$ cat config.mk
export PLATFORM = sky130hd
export DESIGN_NAME = csym_link
export DESIGN_NICKNAME = d
export VERILOG_FILES = /design/src/rtl/csym_pkg.sv /design/src/rtl/csym_arbiter.sv /design/src/rtl/csym_inserter.sv /design/src/rtl/csym_extractor.sv /design/src/rtl/csym_link.sv
export SDC_FILE = /design/constraint.sdc
export NUM_CORES = 1
export LEC_CHECK = 0
export ABC_AREA = 1
export BUFFER_PORTS_ARGS = -buffer_cell sky130_fd_sc_hd__buf_2
export CORE_MARGIN = 5
export CORE_UTILIZATION = 40
export DETAILED_ROUTE_END_ITERATION = 12
export PLACE_DENSITY = 0.69
export SYNTH_ARGS = -nofsm -noshare
export SYNTH_HDL_FRONTEND = slang
export SYNTH_HIERARCHICAL = 1
export SYNTH_SLANG_ARGS = --single-unit
$ cat constraint.sdc
create_clock -name clk -period 1.8 [get_ports clk]
set_clock_uncertainty 0.05 [all_clocks]
set_input_delay 0 -clock clk [delete_from_list [all_inputs] [get_ports clk]]
set_output_delay 0 -clock clk [all_outputs]
set_load 0.05 [all_outputs]
$ cat src/rtl/csym_pkg.sv
package csym_pkg;
  localparam int unsigned NUM_CLASSES = 3;
  localparam int unsigned CLS_W       = 2;
  localparam int unsigned WORD_W      = 32;
  localparam int unsigned PAYLOAD_W   = 16;

  // Class code equals request lane index and arbitration rank (0 wins).
  typedef enum logic [CLS_W-1:0] {
    CLS_EVENT   = 2'd0,
    CLS_BUFSTAT = 2'd1,
    CLS_CONGEST = 2'd2
  } sym_class_e;
endpackage

$ cat src/rtl/csym_arbiter.sv
module csym_arbiter #(
  parameter int unsigned NCLS = 3
) (
  input  logic            allow,
  input  logic [NCLS-1:0] req,
  output logic [NCLS-1:0] gnt
);
  // above[i]: some lane with a lower index (higher rank) is requesting
  logic [NCLS-1:0] above;

  assign above[0] = 1'b0;

  for (genvar i = 0; i < NCLS; i++) begin : g_rank
    assign gnt[i] = allow & req[i] & ~above[i];
    if (i + 1 < NCLS) begin : g_chain
      assign above[i+1] = above[i] | req[i];
    end
  end
endmodule

$ cat src/rtl/csym_inserter.sv
module csym_inserter #(
  parameter int unsigned DW   = 32,
  parameter int unsigned SW   = 16,
  parameter int unsigned NCLS = 3,
  parameter int unsigned CW   = 2
) (
  input  logic                     clk,
  input  logic                     rst_n,
  input  logic                     hold_mode,
  input  logic                     pkt_valid,
  input  logic                     pkt_sop,
  input  logic                     pkt_eop,
  input  logic [DW-1:0]            pkt_data,
  output logic                     pkt_ready,
  input  logic [NCLS-1:0]          sym_valid,
  input  logic [NCLS-1:0][SW-1:0]  sym_data,
  output logic [NCLS-1:0]          sym_ready,
  output logic                     link_valid,
  output logic                     link_tag,
  output logic                     link_sop,
  output logic                     link_eop,
  output logic [DW-1:0]            link_data
);
  localparam int unsigned FIELD_W = SW + CW;

  logic [NCLS-1:0] gnt;
  logic            any_gnt, allow, pkt_fire, out_en;
  logic            in_pkt_q, in_pkt_d;
  logic [CW-1:0]   sel_cls;
  logic [SW-1:0]   sel_pay;
  logic [DW-1:0]   sym_word;
  logic            lv_d, tag_d, sop_d, eop_d;
  logic [DW-1:0]   data_d;
  logic            lk_open_q, lk_open_d;

  assign allow = ~hold_mode | ~in_pkt_q;

  csym_arbiter #(.NCLS(NCLS)) u_arb (
    .allow (allow),
    .req   (sym_valid),
    .gnt   (gnt)
  );

  assign any_gnt   = |gnt;
  assign sym_ready = gnt;
  assign pkt_ready = ~any_gnt;

  // next-state logic
  always_comb begin
    sel_cls = '0;
    sel_pay = '0;
    for (int i = 0; i < NCLS; i++) begin
      if (gnt[i]) begin
        sel_cls = CW'(i);
        sel_pay = sym_data[i];
      end
    end
    sym_word                = '0;
    sym_word[FIELD_W-1:0]   = {sel_cls, sel_pay};

    pkt_fire = pkt_valid & ~any_gnt;
    in_pkt_d = in_pkt_q;
    if (pkt_fire) begin
      if (pkt_eop)      in_pkt_d = 1'b0;
      else if (pkt_sop) in_pkt_d = 1'b1;
    end

    out_en = pkt_fire | any_gnt;
    lv_d   = out_en;
    tag_d  = any_gnt;
    sop_d  = pkt_fire & pkt_sop;
    eop_d  = pkt_fire & pkt_eop;
    data_d = any_gnt ? sym_word : pkt_data;

    lk_open_d = lk_open_q;
    if (link_valid && !link_tag) begin
      if (link_eop)      lk_open_d = 1'b0;
      else if (link_sop) lk_open_d = 1'b1;
    end
  end

  // registers
  always_ff @(posedge clk or negedge rst_n) begin
    if (!rst_n) begin
      in_pkt_q   <= 1'b0;
      link_valid <= 1'b0;
      link_tag   <= 1'b0;
      link_sop   <= 1'b0;
      link_eop   <= 1'b0;
      link_data  <= '0;
      lk_open_q  <= 1'b0;
    end else begin
      in_pkt_q   <= in_pkt_d;
      link_valid <= lv_d;
      link_tag   <= tag_d;
      link_sop   <= sop_d;
      link_eop   <= eop_d;
      if (out_en) link_data <= data_d;
      lk_open_q  <= lk_open_d;
    end
  end

  p_sym_next_r3: assert property (@(posedge clk) disable iff (!rst_n)
    (|sym_ready) |=> (link_valid && link_tag));

  p_pkt_next_r2: assert property (@(posedge clk) disable iff (!rst_n)
    (pkt_valid && pkt_ready) |=> (link_valid && !link_tag &&
      link_data == $past(pkt_data) && link_sop == $past(pkt_sop) &&
      link_eop == $past(pkt_eop)));

  p_one_grant_r4: assert property (@(posedge clk) disable iff (!rst_n)
    $onehot0(sym_ready));

  p_hold_gap_r7: assert property (@(posedge clk) disable iff (!rst_n)
    ($past(hold_mode) && lk_open_q && link_valid) |-> !link_tag);
endmodule

$ cat src/rtl/csym_extractor.sv
module csym_extractor #(
  parameter int unsigned DW = 32,
  parameter int unsigned SW = 16,
  parameter int unsigned CW = 2
) (
  input  logic          clk,
  input  logic          rst_n,
  input  logic          rx_valid,
  input  logic          rx_tag,
  input  logic          rx_sop,
  input  logic          rx_eop,
  input  logic [DW-1:0] rx_data,
  output logic          rx_pkt_valid,
  output logic          rx_pkt_sop,
  output logic          rx_pkt_eop,
  output logic [DW-1:0] rx_pkt_data,
  output logic          rx_sym_valid,
  output logic [CW-1:0] rx_sym_cls,
  output logic [SW-1:0] rx_sym_data
);
  logic pv_d, sv_d, open_q, open_d;

  // next-state logic
  always_comb begin
    pv_d   = rx_valid & ~rx_tag;
    sv_d   = rx_valid &  rx_tag;
    open_d = open_q;
    if (rx_pkt_valid) begin
      if (rx_pkt_eop)      open_d = 1'b0;
      else if (rx_pkt_sop) open_d = 1'b1;
    end
  end

  // registers
  always_ff @(posedge clk or negedge rst_n) begin
    if (!rst_n) begin
      rx_pkt_valid <= 1'b0;
      rx_pkt_sop   <= 1'b0;
      rx_pkt_eop   <= 1'b0;
      rx_pkt_data  <= '0;
      rx_sym_valid <= 1'b0;
      rx_sym_cls   <= '0;
      rx_sym_data  <= '0;
      open_q       <= 1'b0;
    end else begin
      rx_pkt_valid <= pv_d;
      rx_sym_valid <= sv_d;
      open_q       <= open_d;
      if (pv_d) begin
        rx_pkt_sop  <= rx_sop;
        rx_pkt_eop  <= rx_eop;
        rx_pkt_data <= rx_data;
      end
      if (sv_d) begin
        rx_sym_cls  <= rx_data[SW+CW-1:SW];
        rx_sym_data <= rx_data[SW-1:0];
      end
    end
  end

  p_sym_route_r9: assert property (@(posedge clk) disable iff (!rst_n)
    (rx_valid && rx_tag) |=> (rx_sym_valid && !rx_pkt_valid &&
      rx_sym_data == $past(rx_data[SW-1:0])));

  p_pkt_route_r9: assert property (@(posedge clk) disable iff (!rst_n)
    (rx_valid && !rx_tag) |=> (rx_pkt_valid && !rx_sym_valid &&
      rx_pkt_data == $past(rx_data)));

  p_splice_r10: assert property (@(posedge clk) disable iff (!rst_n)
    (rx_pkt_valid && rx_pkt_sop) |-> !open_q);
endmodule

$ cat src/rtl/csym_link.sv
module csym_link
  import csym_pkg::*;
#(
  parameter int unsigned DW   = WORD_W,
  parameter int unsigned SW   = PAYLOAD_W,
  parameter int unsigned NCLS = NUM_CLASSES,
  parameter int unsigned CW   = CLS_W
) (
  input  logic                     clk,
  input  logic                     rst_n,
  input  logic                     hold_mode,
  input  logic                     pkt_valid,
  input  logic                     pkt_sop,
  input  logic                     pkt_eop,
  input  logic [DW-1:0]            pkt_data,
  output logic                     pkt_ready,
  input  logic [NCLS-1:0]          sym_valid,
  input  logic [NCLS-1:0][SW-1:0]  sym_data,
  output logic [NCLS-1:0]          sym_ready,
  output logic                     link_valid,
  output logic                     link_tag,
  output logic                     link_sop,
  output logic                     link_eop,
  output logic [DW-1:0]            link_data,
  input  logic                     rx_valid,
  input  logic                     rx_tag,
  input  logic                     rx_sop,
  input  logic                     rx_eop,
  input  logic [DW-1:0]            rx_data,
  output logic                     rx_pkt_valid,
  output logic                     rx_pkt_sop,
  output logic                     rx_pkt_eop,
  output logic [DW-1:0]            rx_pkt_data,
  output logic                     rx_sym_valid,
  output logic [CW-1:0]            rx_sym_cls,
  output logic [SW-1:0]            rx_sym_data
);
  csym_inserter #(.DW(DW), .SW(SW), .NCLS(NCLS), .CW(CW)) u_tx (
    .clk        (clk),
    .rst_n      (rst_n),
    .hold_mode  (hold_mode),
    .pkt_valid  (pkt_valid),
    .pkt_sop    (pkt_sop),
    .pkt_eop    (pkt_eop),
    .pkt_data   (pkt_data),
    .pkt_ready  (pkt_ready),
    .sym_valid  (sym_valid),
    .sym_data   (sym_data),
    .sym_ready  (sym_ready),
    .link_valid (link_valid),
    .link_tag   (link_tag),
    .link_sop   (link_sop),
    .link_eop   (link_eop),
    .link_data  (link_data)
  );

  csym_extractor #(.DW(DW), .SW(SW), .CW(CW)) u_rx (
    .clk          (clk),
    .rst_n        (rst_n),
    .rx_valid     (rx_valid),
    .rx_tag       (rx_tag),
    .rx_sop       (rx_sop),
    .rx_eop       (rx_eop),
    .rx_data      (rx_data),
    .rx_pkt_valid (rx_pkt_valid),
    .rx_pkt_sop   (rx_pkt_sop),
    .rx_pkt_eop   (rx_pkt_eop),
    .rx_pkt_data  (rx_pkt_data),
    .rx_sym_valid (rx_sym_valid),
    .rx_sym_cls   (rx_sym_cls),
    .rx_sym_data  (rx_sym_data)
  );
endmodule

==> flow_summary.json <==
{
  "numCtsBuffers": 9,
  "path_class": "reg2out",
  "drt_first_pass_iters": 5,
  "ant_nets": 0,
  "async_flop_share": 1.00,
  "drive_above_1_share": 0.327,
  "yosys.area.top_type_share": 0.536,
  "area_growth_pct": 61.5,
  "synth_common_cells": "nand2_1 (175), nand3_1 (100), dfrtp_1 (91)",
  "ys_ff_latch": 91,
  "fp.dieH_um": 113,
  "io_buffers": 218,
  "critPathArrivalTime_ns": 1.70,
  "drc": 0,
  "grt_pass1_vias": 5106,
  "grt_max_degree": 37,
  "yosys.cell_count.top_type": "nand2_1",
  "place_congestion": 0.875,
  "cts_root_buf": "clkbuf_8",
  "clock_path_buffers": 2,
  "fill_cells": 762,
  "vias_per_cell": 5.11,
  "setup.worst_path.end_class": "output pin",
  "r2r_cells": 9,
  "antenna_found_initial": 2,
  "maxSlewViolCount": 0,
  "worstPathMaxFanout": 20,
  "path_clk_slew_ns": 0.10,
  "p_sw_mw": 2.64,
  "pwr-share-clk": 0.215,
  "reg2reg_to": "u_tx/link_data[17]$_DFFE_PN0P_",
  "drt_iter0_markers": 576,
  "synth_ff_type": "dfrtp_1",
  "p_comb_frac": 0.386,
  "r2r_slack_ns": 0.19,
  "seq_area_frac_synth": 0.536,
  "via_count": 4948,
  "wl_per_cell_um": 16.7,
  "start_kind": "flip-flop",
  "power_density_mw_per_mm2": 900,
  "tightestPinTransition_ns": 0.406,
  "dieArea_mm2": 0.0128,
  "yosys.area.top_type": "dfrtp_1",
  "fp.dieW_um": 113,
  "io_pins": 219,
  "power.internal_mw": 3.53,
  "finalCriticalPeriod_ns": 1.75,
  "gr-total-overflow": 0,
  "synth_edf_count": 0,
  "place_inst": 828,
  "drv_cap": 0,
  "power_leakage_nw": 3.73,
  "start_util": 0.411,
  "synthTopCellsByArea": "dfrtp_1 (54%), nand2_1 (15%), nand3_1 (12%)",
  "status": "finished clean",
  "ys_types": 20,
  "r2r-start": "u_tx/in_pkt_q$_DFFE_PN0P_",
  "finalHoldViolCount": 0,
  "finalSetupViolations": 0,
  "worstHoldPathType": "in2async",
  "rsz0062_at_grt": "yes",
  "num_rows": 37,
  "postCtsSetupBuffers": 0,
  "grt_pass1_wl_um": 25400,
  "clock_latency_ns": 0.35,
  "critPathRequiredTime_ns": 1.75,
  "syn_area_mm2": 0.00425,
  "synth_cells": 496,
  "yosysWarnings": 6,
  "fmax_ghz": 0.570,
  "fin_nets": 949,
  "track_usage": 0.249,
  "fp.coreArea_mm2": 0.0103,
  "p_sw_frac": 0.428,
  "synth_nets": 621,
  "cts_tree": "done",
  "fin_cells": 968,
  "ir_drop_mv": 0.472,
  "wl_um": 16100,
  "cts.sinks": 91,
  "fin_crit_sh": 0.975,
  "postSynthAreaPerCell_um2": 8.56,
  "h-tree-depth": 3,
  "p_seq_frac": 0.399,
  "fin_setup_tns_ns": 0,
  "post-dp-hpwl_um": 9740,
  "slew_headroom": 0.729
}
-- kinds of logic after synthesis --
group | synth area share
flops | 0.536
buf+inv | 0.0743
simple gates | 0.367
compound gates | 0.0224
-- worst max-delay path by stage --
stage                                    startpoint                             end  cells after the start
after floorplan           u_tx/in_pkt_q$_DFFE_PN0P_  u_tx/link_data[10]$_DFFE_PN0P_                      9
after global routing      u_tx/in_pkt_q$_DFFE_PN0P_                       pkt_ready                      7
final                     u_tx/in_pkt_q$_DFFE_PN0P_                       pkt_ready                      7
after CTS                 u_tx/in_pkt_q$_DFFE_PN0P_                       pkt_ready                      8
after global placement    u_tx/in_pkt_q$_DFFE_PN0P_  u_tx/link_data[17]$_DFFE_PN0P_                     10
after detailed placement  u_tx/in_pkt_q$_DFFE_PN0P_  u_tx/link_data[17]$_DFFE_PN0P_                     10
-- worst max-delay path: stages, from the launching register on --
cell     delay [ns]
dfrtp_1        0.35
nand2_1        0.09
nand2_1        0.12
nor2_4         0.07
nor2_8         0.26
nand2_4        0.14
inv_6          0.14
buf_6          0.17
-- what timing repair did --
action	CTS	global route
endpoints found under the setup margin	1	3
resized for setup	4	3
cloned	0	1
hold buffers	120	0
hold endpoints to repair	177	0
pin swaps	0	0
-- power by group through the flow --
stage / sequential (mW) / clock [mW] / combinational, mW
after floorplan: 3.42 / 0 / 0.562
after global placement: 2.49 / 0 / 2.09
after detailed placement: 2.49 / 0 / 2.12
after CTS: 2.45 / 1.39 / 2.33
after global routing: 2.49 / 1.46 / 2.52
final: 2.46 / 1.33 / 2.38
-- per-stage QoR --
stage	util	hold slack, ns	setup WS [ns]	area (um^2)	total power, mW
finish	0.664	0.0595	0.0457	6860	6.17
global route	0.664	0.0461	-0.0679	6860	6.47
CTS	0.660	0.0202	0.0197	6820	6.17
detailed placement	0.524	-0.126	0.228	5410	4.61
global placement	0.524	-0.128	0.265	5410	4.58
floorplan	-	-0.346	0.00430	4260	3.98
-- routing by layer --
metal,share of wire,routed length [um],vias to the layer above,global-route usage
li1,-,-,2301,-
met1,0.37,6020,2249,0.288
met2,0.48,7790,310,0.412
met3,0.078,1270,88,0.0540
met4,0.065,1040,0,0.170
met5,0,0,-,0
-- flip-flops by register name (all words and copies together) (netlist names), 2 cells and up --
register          count
u_rx/rx_sym_cls       2
u_tx/link_data       32
u_rx/rx_pkt_data     32
u_rx/rx_sym_data     16
-- layout make-up --
| type | instances | area, um^2 | share of cell area |
|---|---|---|---|
| Multi-Input combinational cell | 351 | 1670 | 0.243 |
| Clock buffer | 9 | 124 | 0.0181 |
| Clock inverter | 7 | 70.1 | 0.0102 |
| Timing Repair Buffer | 354 | 2470 | 0.360 |
| Sequential cell | 91 | 2280 | 0.332 |
| Inverter | 17 | 75.1 | 0.0109 |
| Antenna cell | 3 | 7.51 | 0.00109 |
| Tap cell | 136 | 170 | 0.0248 |
-- placed cells by master, fill, tap and decap left out, drive strengths merged --
cell type    count
nand2          178
dfrtp           91
o21ai            2
or2             16
dlygate4sd3    120
clkinvlp         2
diode            3
clkinv           3
nand4           33
inv             19
nand3          100
nor2             5
buf            232
a21oi           17
clkbuf          11
No activity file was read; power rests on OpenSTA's default activity.
